## config.mk

```make
export PLATFORM = sky130hd
export DESIGN_NAME = gated_meas_counter
export DESIGN_NICKNAME = d
export VERILOG_FILES = /design/src/rtl/gmc_pkg.sv /design/src/rtl/gmc_edge_sync.sv /design/src/rtl/gmc_prescaler.sv /design/src/rtl/gmc_gate_ctrl.sv /design/src/rtl/gmc_sat_counter.sv /design/src/rtl/gated_meas_counter.sv
export SDC_FILE = /design/constraint.sdc
export NUM_CORES = 1
export LEC_CHECK = 0
export ABC_AREA = 1
export ABC_CLOCK_PERIOD_IN_PS = 1500
export CORE_UTILIZATION = 50
export CTS_CLUSTER_DIAMETER = 120
export CTS_CLUSTER_SIZE = 40
export DETAILED_ROUTE_END_ITERATION = 16
export GPL_TIMING_DRIVEN = 0
export PLACE_DENSITY = 0.73
export SYNTH_ARGS = -nofsm -noshare
export SYNTH_HDL_FRONTEND = slang
export SYNTH_SLANG_ARGS = --single-unit
export TNS_END_PERCENT = 10
```

## constraint.sdc

```tcl
create_clock -name clk_i -period 1.5 [get_ports clk_i]
set_input_delay 0.225 -clock clk_i [delete_from_list [all_inputs] [get_ports clk_i]]
set_output_delay 0.225 -clock clk_i [all_outputs]
set_load 0.02 [all_outputs]
```

## src/rtl/gmc_pkg.sv

```systemverilog
package gmc_pkg;
  typedef enum logic [1:0] {
    GS_ARM  = 2'd0,
    GS_OPEN = 2'd1,
    GS_DONE = 2'd2
  } gate_state_e;
endpackage

```

## src/rtl/gmc_edge_sync.sv

```systemverilog
module gmc_edge_sync (
  input  logic clk_i,
  input  logic rst_ni,
  input  logic clr_i,
  input  logic async_i,
  output logic rise_o
);
  logic [2:0] pipe_q, pipe_d;

  always_comb begin
    if (clr_i) pipe_d = '0;
    else       pipe_d = {pipe_q[1:0], async_i};
  end

  always_ff @(posedge clk_i or negedge rst_ni) begin
    if (!rst_ni) pipe_q <= '0;
    else         pipe_q <= pipe_d;
  end

  // pipe_q[1] is the second synchronizer stage, pipe_q[2] its delayed copy
  assign rise_o = pipe_q[1] & ~pipe_q[2];
endmodule

```

## src/rtl/gmc_prescaler.sv

```systemverilog
module gmc_prescaler #(
  parameter int DIV = 8
) (
  input  logic clk_i,
  input  logic rst_ni,
  input  logic clr_i,
  input  logic ev_i,
  output logic ev_o
);
  localparam int PW = (DIV > 1) ? $clog2(DIV) : 1;

  logic [PW-1:0] cnt_q, cnt_d;
  logic          wrap;

  assign wrap = ev_i && (cnt_q == PW'(DIV - 1));

  always_comb begin
    if (clr_i)     cnt_d = '0;
    else if (wrap) cnt_d = '0;
    else if (ev_i) cnt_d = cnt_q + 1'b1;
    else           cnt_d = cnt_q;
  end

  always_ff @(posedge clk_i or negedge rst_ni) begin
    if (!rst_ni) cnt_q <= '0;
    else         cnt_q <= cnt_d;
  end

  assign ev_o = wrap & ~clr_i;
endmodule

```

## src/rtl/gmc_gate_ctrl.sv

```systemverilog
module gmc_gate_ctrl
  import gmc_pkg::*;
#(
  parameter int GATE_SHORT = 60,
  parameter int GATE_LONG  = 120
) (
  input  logic clk_i,
  input  logic rst_ni,
  input  logic clr_i,
  input  logic period_mode_i,
  input  logic gate_long_i,
  input  logic tick_i,
  input  logic lf_rise_i,
  output logic open_o,
  output logic done_o,
  output logic done_evt_o
);
  localparam int TW = $clog2(GATE_LONG + 1);

  gate_state_e   state_q, state_d;
  logic [TW-1:0] step_cnt_q, step_cnt_d;
  logic [TW-1:0] limit;
  logic          step;
  logic          evt_q, evt_d;

  always_comb begin
    if (period_mode_i) limit = gate_long_i ? TW'(2) : TW'(1);
    else               limit = gate_long_i ? TW'(GATE_LONG) : TW'(GATE_SHORT);
  end

  assign step = period_mode_i ? lf_rise_i : tick_i;

  always_comb begin
    state_d    = state_q;
    step_cnt_d = step_cnt_q;
    evt_d      = 1'b0;
    if (clr_i) begin
      state_d    = GS_ARM;
      step_cnt_d = '0;
    end else begin
      unique case (state_q)
        GS_ARM: begin
          if (step) begin
            state_d    = GS_OPEN;
            step_cnt_d = '0;
          end
        end
        GS_OPEN: begin
          if (step) begin
            if (step_cnt_q == limit - 1'b1) begin
              state_d = GS_DONE;
              evt_d   = 1'b1;
            end else begin
              step_cnt_d = step_cnt_q + 1'b1;
            end
          end
        end
        GS_DONE: state_d = GS_DONE;
        default: state_d = GS_ARM;
      endcase
    end
  end

  always_ff @(posedge clk_i or negedge rst_ni) begin
    if (!rst_ni) begin
      state_q    <= GS_ARM;
      step_cnt_q <= '0;
      evt_q      <= 1'b0;
    end else begin
      state_q    <= state_d;
      step_cnt_q <= step_cnt_d;
      evt_q      <= evt_d;
    end
  end

  assign open_o     = (state_q == GS_OPEN);
  assign done_o     = (state_q == GS_DONE);
  assign done_evt_o = evt_q;
endmodule

```

## src/rtl/gmc_sat_counter.sv

```systemverilog
module gmc_sat_counter #(
  parameter int W = 20
) (
  input  logic         clk_i,
  input  logic         rst_ni,
  input  logic         clr_i,
  input  logic         inc_i,
  output logic [W-1:0] count_o
);
  logic [W-1:0] cnt_q, cnt_d;
  logic         at_max;

  assign at_max = &cnt_q;

  always_comb begin
    if (clr_i)                cnt_d = '0;
    else if (inc_i && !at_max) cnt_d = cnt_q + 1'b1;
    else                      cnt_d = cnt_q;
  end

  always_ff @(posedge clk_i or negedge rst_ni) begin
    if (!rst_ni) cnt_q <= '0;
    else         cnt_q <= cnt_d;
  end

  assign count_o = cnt_q;
endmodule

```

## src/rtl/gated_meas_counter.sv

```systemverilog
module gated_meas_counter #(
  parameter int CNT_W      = 20,
  parameter int HF_DIV     = 8,
  parameter int GATE_SHORT = 60,
  parameter int GATE_LONG  = 120
) (
  input  logic             clk_i,
  input  logic             rst_ni,
  input  logic             run_en_i,
  input  logic             sel_low_i,
  input  logic             period_mode_i,
  input  logic             gate_long_i,
  input  logic             tick_i,
  input  logic             hf_i,
  input  logic             lf_i,
  output logic [CNT_W-1:0] count_o,
  output logic             done_o,
  output logic             done_evt_o
);
  localparam int NUM_IN = 2;
  localparam int IDX_HF = 0;
  localparam int IDX_LF = 1;

  logic [1:0]        rst_pipe_q;
  logic              rst_s_n;
  logic              clr;
  logic [NUM_IN-1:0] raw_in;
  logic [NUM_IN-1:0] rise;
  logic              hf_ev;
  logic              gate_open;
  logic              inc;

  // reset: asserted at once, released after two clock edges
  always_ff @(posedge clk_i or negedge rst_ni) begin
    if (!rst_ni) rst_pipe_q <= '0;
    else         rst_pipe_q <= {rst_pipe_q[0], 1'b1};
  end
  assign rst_s_n = rst_pipe_q[1];

  assign clr            = ~run_en_i;
  assign raw_in[IDX_HF] = hf_i;
  assign raw_in[IDX_LF] = lf_i;

  for (genvar g = 0; g < NUM_IN; g++) begin : g_sync
    gmc_edge_sync u_sync (
      .clk_i  (clk_i),
      .rst_ni (rst_s_n),
      .clr_i  (clr),
      .async_i(raw_in[g]),
      .rise_o (rise[g])
    );
  end

  if (HF_DIV > 1) begin : g_div
    gmc_prescaler #(.DIV(HF_DIV)) u_div (
      .clk_i (clk_i),
      .rst_ni(rst_s_n),
      .clr_i (clr),
      .ev_i  (rise[IDX_HF]),
      .ev_o  (hf_ev)
    );
  end else begin : g_nodiv
    assign hf_ev = rise[IDX_HF];
  end

  gmc_gate_ctrl #(
    .GATE_SHORT(GATE_SHORT),
    .GATE_LONG (GATE_LONG)
  ) u_gate (
    .clk_i        (clk_i),
    .rst_ni       (rst_s_n),
    .clr_i        (clr),
    .period_mode_i(period_mode_i),
    .gate_long_i  (gate_long_i),
    .tick_i       (tick_i),
    .lf_rise_i    (rise[IDX_LF]),
    .open_o       (gate_open),
    .done_o       (done_o),
    .done_evt_o   (done_evt_o)
  );

  always_comb begin
    if (!gate_open)         inc = 1'b0;
    else if (period_mode_i) inc = tick_i;
    else if (sel_low_i)     inc = rise[IDX_LF];
    else                    inc = hf_ev;
  end

  gmc_sat_counter #(.W(CNT_W)) u_cnt (
    .clk_i  (clk_i),
    .rst_ni (rst_s_n),
    .clr_i  (clr),
    .inc_i  (inc),
    .count_o(count_o)
  );
endmodule

```

==> run_results.csv, run 1 <==
group,metric,value,unit
grt,grt_max_degree,40,
clock_tree,cts_buffers,5,
final_layout,final_cell_mix,"nand2_1 (141), nor2_1 (40), inv_1 (39)",
clock_tree,cts-root-buf,"clkbuf_8",
synthesis,yosysSeqAreaShare,0.407,
worst_hold_path,hp-class,"input port to async pin",
worst_setup_path,path_delay_family,"simple AND/OR/NAND/NOR gates",
synthesis,yosysWarnings,0,
power,powerDensity,933,mW/mm2
worst_setup_path,path_cells,"nand2_1 > nor3_1 > nand3_1 > nand4_1 > nand2_1",
final_layout,antenna_cells,0,
die,start_util,0.527,
worst_setup_path,regToRegSetupSlack,-150,ps
worst_setup_path,arrival,1850,ps
status,outcome,"complete, but fails checks",
timing,fin_ws,-153,ps
worst_setup_path,required,1690,ps
clock_tree,tritoncts,"done",
detailed_routing,dr_total_vias,2459,
timing,slew_violations,0,
grt,grt_pass1_wl,10100,um
timing,fmaxAchievable,0.605,GHz
power,total_leakage_power,1.68,nW
final_layout,syn2layout_area_growth,24.9,%
power,vdd_drop_max,0.911,mV
synthesis,synth_cell_types,29,
placed_design,dp_slack,-441,ps
final_layout,layout_commonest_cell,"nand2_1",
worst_setup_path,worst_setup_path_start_kind,"flop",
timing,rsz0062_at_grt,"yes",
timing,slew_headroom,0.430,
worst_setup_path,critical_path_class,"flop to flop",
grt,track_usage,0.249,
synthesis,netlist_area,0.00252,mm2
detailed_routing,wl_per_cell,12.5,um
synthesis,synth_fp_nets,383,
worst_setup_path,end_kind,"flop",
die,core-area,0.00479,mm2
grt,grt_overflow,0,
detailed_routing,vias_per_cell,5.17,
grt,grt_antenna_before_repair,0,
die,die_x,73.0,um
synthesis,synth_edf_count,0,
die,dieArea,0.00534,mm2
placed_design,routabilityCongestion,0.916,
timing,hold_ws,80.1,ps
power,fin_total_pwr,2.94,mW
synthesis,yosysTopAreaCellShare,0.407,
worst_setup_path,critPathBufInv,0,
synthesis,synthTopCellsByArea,"dfrtp_1 (41%), nand2_1 (21%), inv_1 (6.1%)",
detailed_routing,firstDrtPassIters,5,
final_layout,nNetsFinal,424,
synthesis,synth_seq_cells,41,
final_layout,drive_gt1_frac,0.110,
timing,setup_violations,27,
run,cap_violations,0,
timing,hold_viol,0,
placed_design,dp_hpwl,4050,um
grt,grt_pass1_vias,2249,
placed_design,port_buffers,29,
worst_setup_path,slowest_delay,530,ps
synthesis,synthCells,367,
synthesis,synth-main-ff-cell,"dfrtp_1",
worst_setup_path,cp_max_fo,7,
die,num_io_pins,31,
final_layout,final_util,0.659,
clock_tree,cts_buffer_depth,2,
clock_tree,clk_pin_slew,90,ps
clock_tree,clock_latency,300,ps
timing,fin_crit_sh,1.10,
detailed_routing,drc_errors,0,
worst_setup_path,crit_slowest_cell,"nor3_1",
clock_tree,htreeDepth,2,
worst_setup_path,cp_common_cell,"nand2_1",
clock_tree,cts_hold_buf,0,
synthesis,async_flop_share,1.00,
clock_tree,cts_sinks,41,
detailed_routing,wirelength,5930,um
detailed_routing,drt_iter0_drc,198,
timing,tightestPinTransition,855,ps
synthesis,synth.avg_cell_area,6.88,um2
die,rows,25,
timing,fin_skew,9.86,ps
timing,layout_min_cycle_time,1650,ps
die,fp.dieH,73.0,um
detailed_routing,ant_nets,0,
synthesis,yosysTopAreaCell,"dfrtp_1",
status,violations,"setup timing",
[stage by stage]
| stage | instances | cell area (um2) | setup TNS, ps |
|---|---|---|---|
| floorplan | 367 | 2540 | -7.18 |
| global placement | 463 | 2920 | -18120 |
| detailed placement | 463 | 2920 | -10900 |
| CTS | 475 | 3110 | -2740 |
| global route | 476 | 3150 | -7120 |
| finish | 476 | 3150 | -2850 |
[registers in the layout, summed over array words and instances (netlist names)]
| name | flops |
|---|---|
| g_div.u_div.cnt_q | 3 |
| u_gate.step_cnt_q | 7 |
| u_gate.state_q | 2 |
| rst_pipe_q | 2 |
| g_sync.u_sync.pipe_q | 6 |
| u_gate.done_evt_o | 1 |
| u_cnt.count_o | 20 |
[cell usage after synthesis, drive strengths merged, types with 3 or more instances]
cell and n:
xnor2 3, nor2 42, nor3 4, inv 42, nand4 11, clkbuf 5
nand3b 3, o21ai 9, ha 7, buf 4, xor2 9, nand3 30
nand2 147, dfrtp 41
[worst paths after layout]
kind,cells past startpoint,end,from
max in group asynchronous,0,u_cnt.count_o[4],rst_pipe_q[1]
min,1,rst_pipe_q[0],rst_ni
max reg2reg,5,u_cnt.count_o[13],u_cnt.count_o[2]
min reg2reg,0,rst_pipe_q[1],rst_pipe_q[0]
max,5,u_cnt.count_o[13],u_cnt.count_o[2]
min in group clk_i,3,g_sync[0].u_sync.pipe_q[2],run_en_i
[layout make-up]
type	instances	area [um2]
clock inverter	3	68.8
inverter	43	166
sequential	41	1030
timing repair buffer	34	328
tap	67	83.8
fill	450	1630
multi-input combinational	274	1340
buffer	9	65.1
clock buffer	5	68.8
[power breakdown]
| group | switching, mW | internal [mW] |
|---|---|---|
| logic | 0.366 | 0.233 |
| clock network | 0.425 | 0.670 |
| registers | 0.0795 | 1.17 |
[timing repair]
item                                    CTS  global route
endpoints found under the setup margin   50            31
setup buffers                             4             0
gates cloned                              0             1
gates resized for setup                  32             9
pin swaps                                 2             4
[logic make-up after synthesis]
| group | synth area share |
|---|---|
| compound gates | 0.0248 |
| xor+xnor | 0.0416 |
| fa+ha+maj | 0.0347 |
| buf+inv | 0.0833 |
| flops | 0.407 |
| other cells | 0.00149 |
| simple gates | 0.408 |
[metal layers]
metal  wire, um  vias up  global-route usage  share of wire
met2       2690       96               0.395           0.45
met3        386       17              0.0428          0.065
met5          0        -                   0              0
met4        143        0              0.0806          0.024
met1       2720     1130               0.344           0.46
li1           -     1216                   -              -
[worst register-to-register path, cell delays in order (launching register included)]
cell     delay (ps)
dfrtp_1         500
nand2_1         150
nor3_1          530
nand3_1         160
nand4_1         140
nand2_1          60
Power figures use the tool's default switching activity.
==> run 2, diff against run 1 <==
- CORE_MARGIN: default -> 2
==> run_results.csv, run 2 (synthesized netlist as in run 1, its figures left out) <==
group,metric,value,unit
die,core-area,0.00479,mm2
timing,layout_min_cycle_time,1660,ps
power,powerDensity,859,mW/mm2
die,fp.dieH,75.0,um
timing,slew_headroom,0.400,
final_layout,finalNonFillerCells,481,
status,outcome,"complete, but fails checks",
detailed_routing,ant_nets,0,
worst_setup_path,required,1700,ps
grt,met2_usage,0.365,
clock_tree,clk_pin_slew,90,ps
final_layout,final_util,0.667,
timing,fin_crit_sh,1.10,
clock_tree,tritoncts,"done",
final_layout,nNetsFinal,429,
die,dieArea,0.00563,mm2
timing,slew_violations,0,
detailed_routing,drt_iter0_drc,95,
worst_setup_path,arrival,1850,ps
timing,fin_skew,11.4,ps
grt,track_usage,0.232,
worst_setup_path,end_kind,"flop",
clock_tree,cts-root-buf,"clkbuf_8",
detailed_routing,wl_per_cell,12.4,um
detailed_routing,wirelength,5970,um
clock_tree,htreeDepth,2,
grt,grt_overflow,0,
clock_tree,cts_buffer_depth,2,
worst_hold_path,hp-class,"input port to async pin",
placed_design,routabilityCongestion,0.894,
grt,grt_pass1_wl,9940,um
detailed_routing,dr_total_vias,2417,
clock_tree,cts_buffers,5,
clock_tree,cts_hold_buf,0,
placed_design,place_area,0.00292,mm2
clock_tree,clock_latency,310,ps
worst_setup_path,critical_path_class,"flop to flop",
detailed_routing,firstDrtPassIters,5,
worst_setup_path,worst_setup_path_start_kind,"flop",
grt,grt.met3_usage,0.0375,
timing,rsz0062_at_grt,"yes",
final_layout,antenna_cells,0,
timing,fmaxAchievable,0.604,GHz
final_layout,largest_register_ffs,20,
power,vdd_drop_max,0.768,mV
timing,setup_violations,22,
clock_tree,cts_sinks,41,
detailed_routing,vias_per_cell,5.02,
placed_design,placed_cells,463,
power,fin_total_pwr,2.74,mW
placed_design,port_buffers,29,
placed_design,dp_slack,-402,ps
die,num_io_pins,31,
run,cap_violations,0,
final_layout,layout_commonest_cell,"nand2_1",
timing,hold_viol,0,
die,start_util,0.527,
grt,grt_pass1_vias,2160,
timing,tightestPinTransition,901,ps
status,violations,"setup timing",
timing,hold_ws,69.5,ps
placed_design,dp_hpwl,4020,um
final_layout,final_cell_mix,"nand2_1 (134), nor2_1 (39), inv_1 (38)",
final_layout,fin_area,0.00319,mm2
grt,busiest_layer,"met2",
final_layout,drive_gt1_frac,0.147,
power,total_leakage_power,1.69,nW
grt,use_met1,0.332,
die,rows,25,
grt,grt_antenna_before_repair,0,
detailed_routing,drc_errors,0,
worst_setup_path,cp_max_fo,6,
timing,fin_ws,-156,ps
final_layout,syn2layout_area_growth,26.4,%
timing,fin_tns_setup,-2470,ps
grt,grt_max_degree,40,
die,die_x,75.0,um
==> run 2: cell types whose count changed in the layout (fill, tap and decap cells not counted), sizes merged <==
cell	delta
buf	+6
bufinv	-2
clkbuf	-1
clkdlybuf4s50	-1
dlymetal6s2s	+1
inv	+2
==> run 2: worst max-delay path, stage by stage (launching register included) <==
cell and delay [ps]:
dfrtp_1 360, ha_2 200, ha_4 140, nand3_2 60
nor2_1 80, nor2_1 40, nor2_1 90, nand2_1 90
nand2_2 100, clkinv_4 110, clkbuf_16 180, nand2_1 50
nand2_1 40
==> run 2: cell type report <==
cell class              count  area [um2]
clock inverters             3        28.8
multi-input cells         274        1380
plain buffers               9        60.1
fillers                   444        1600
well taps                  67        83.8
clock buffers               5        68.8
inverters                  43         166
flip-flops and latches     41        1030
repair buffers             39         368
==> run 2: final timing paths <==
check	from	end	slack (ps)	cells past startpoint
setup / recovery	g_div.u_div.cnt_q[1]	u_cnt.count_o[6]	-160	12
hold / removal	rst_ni	rst_pipe_q[1]	70	1
setup reg to reg	g_div.u_div.cnt_q[1]	u_cnt.count_o[6]	-160	12
hold reg to reg	rst_pipe_q[0]	rst_pipe_q[1]	370	0
max in group asynchronous	rst_pipe_q[1]	u_cnt.count_o[10]	470	0
min in group clk_i	run_en_i	g_sync[0].u_sync.pipe_q[2]	210	3
==> run 2: per-layer routing <==
metal | share of wire | wire length [um]
met5 | 0 | 0
met4 | 0.0094 | 56
met3 | 0.051 | 306
met2 | 0.47 | 2800
met1 | 0.47 | 2810
==> run 2: timing repair <==
action / 4_1_cts / 5_1_grt
hold endpoints to repair: 0 / 0
gates resized for setup: 37 / 18
pin swaps: 2 / 4
setup endpoints to repair: 48 / 31
cloned: 0 / 1
buffers inserted: 7 / 2
==> run 2: power breakdown <==
part	internal (mW)	total (mW)	leakage, nW	switching [mW]
Clock	0.352	0.812	0.0511	0.460
Combinational	0.284	0.684	1.09	0.400
Sequential	1.17	1.25	0.551	0.0771
Total	1.80	2.74	1.69	0.937
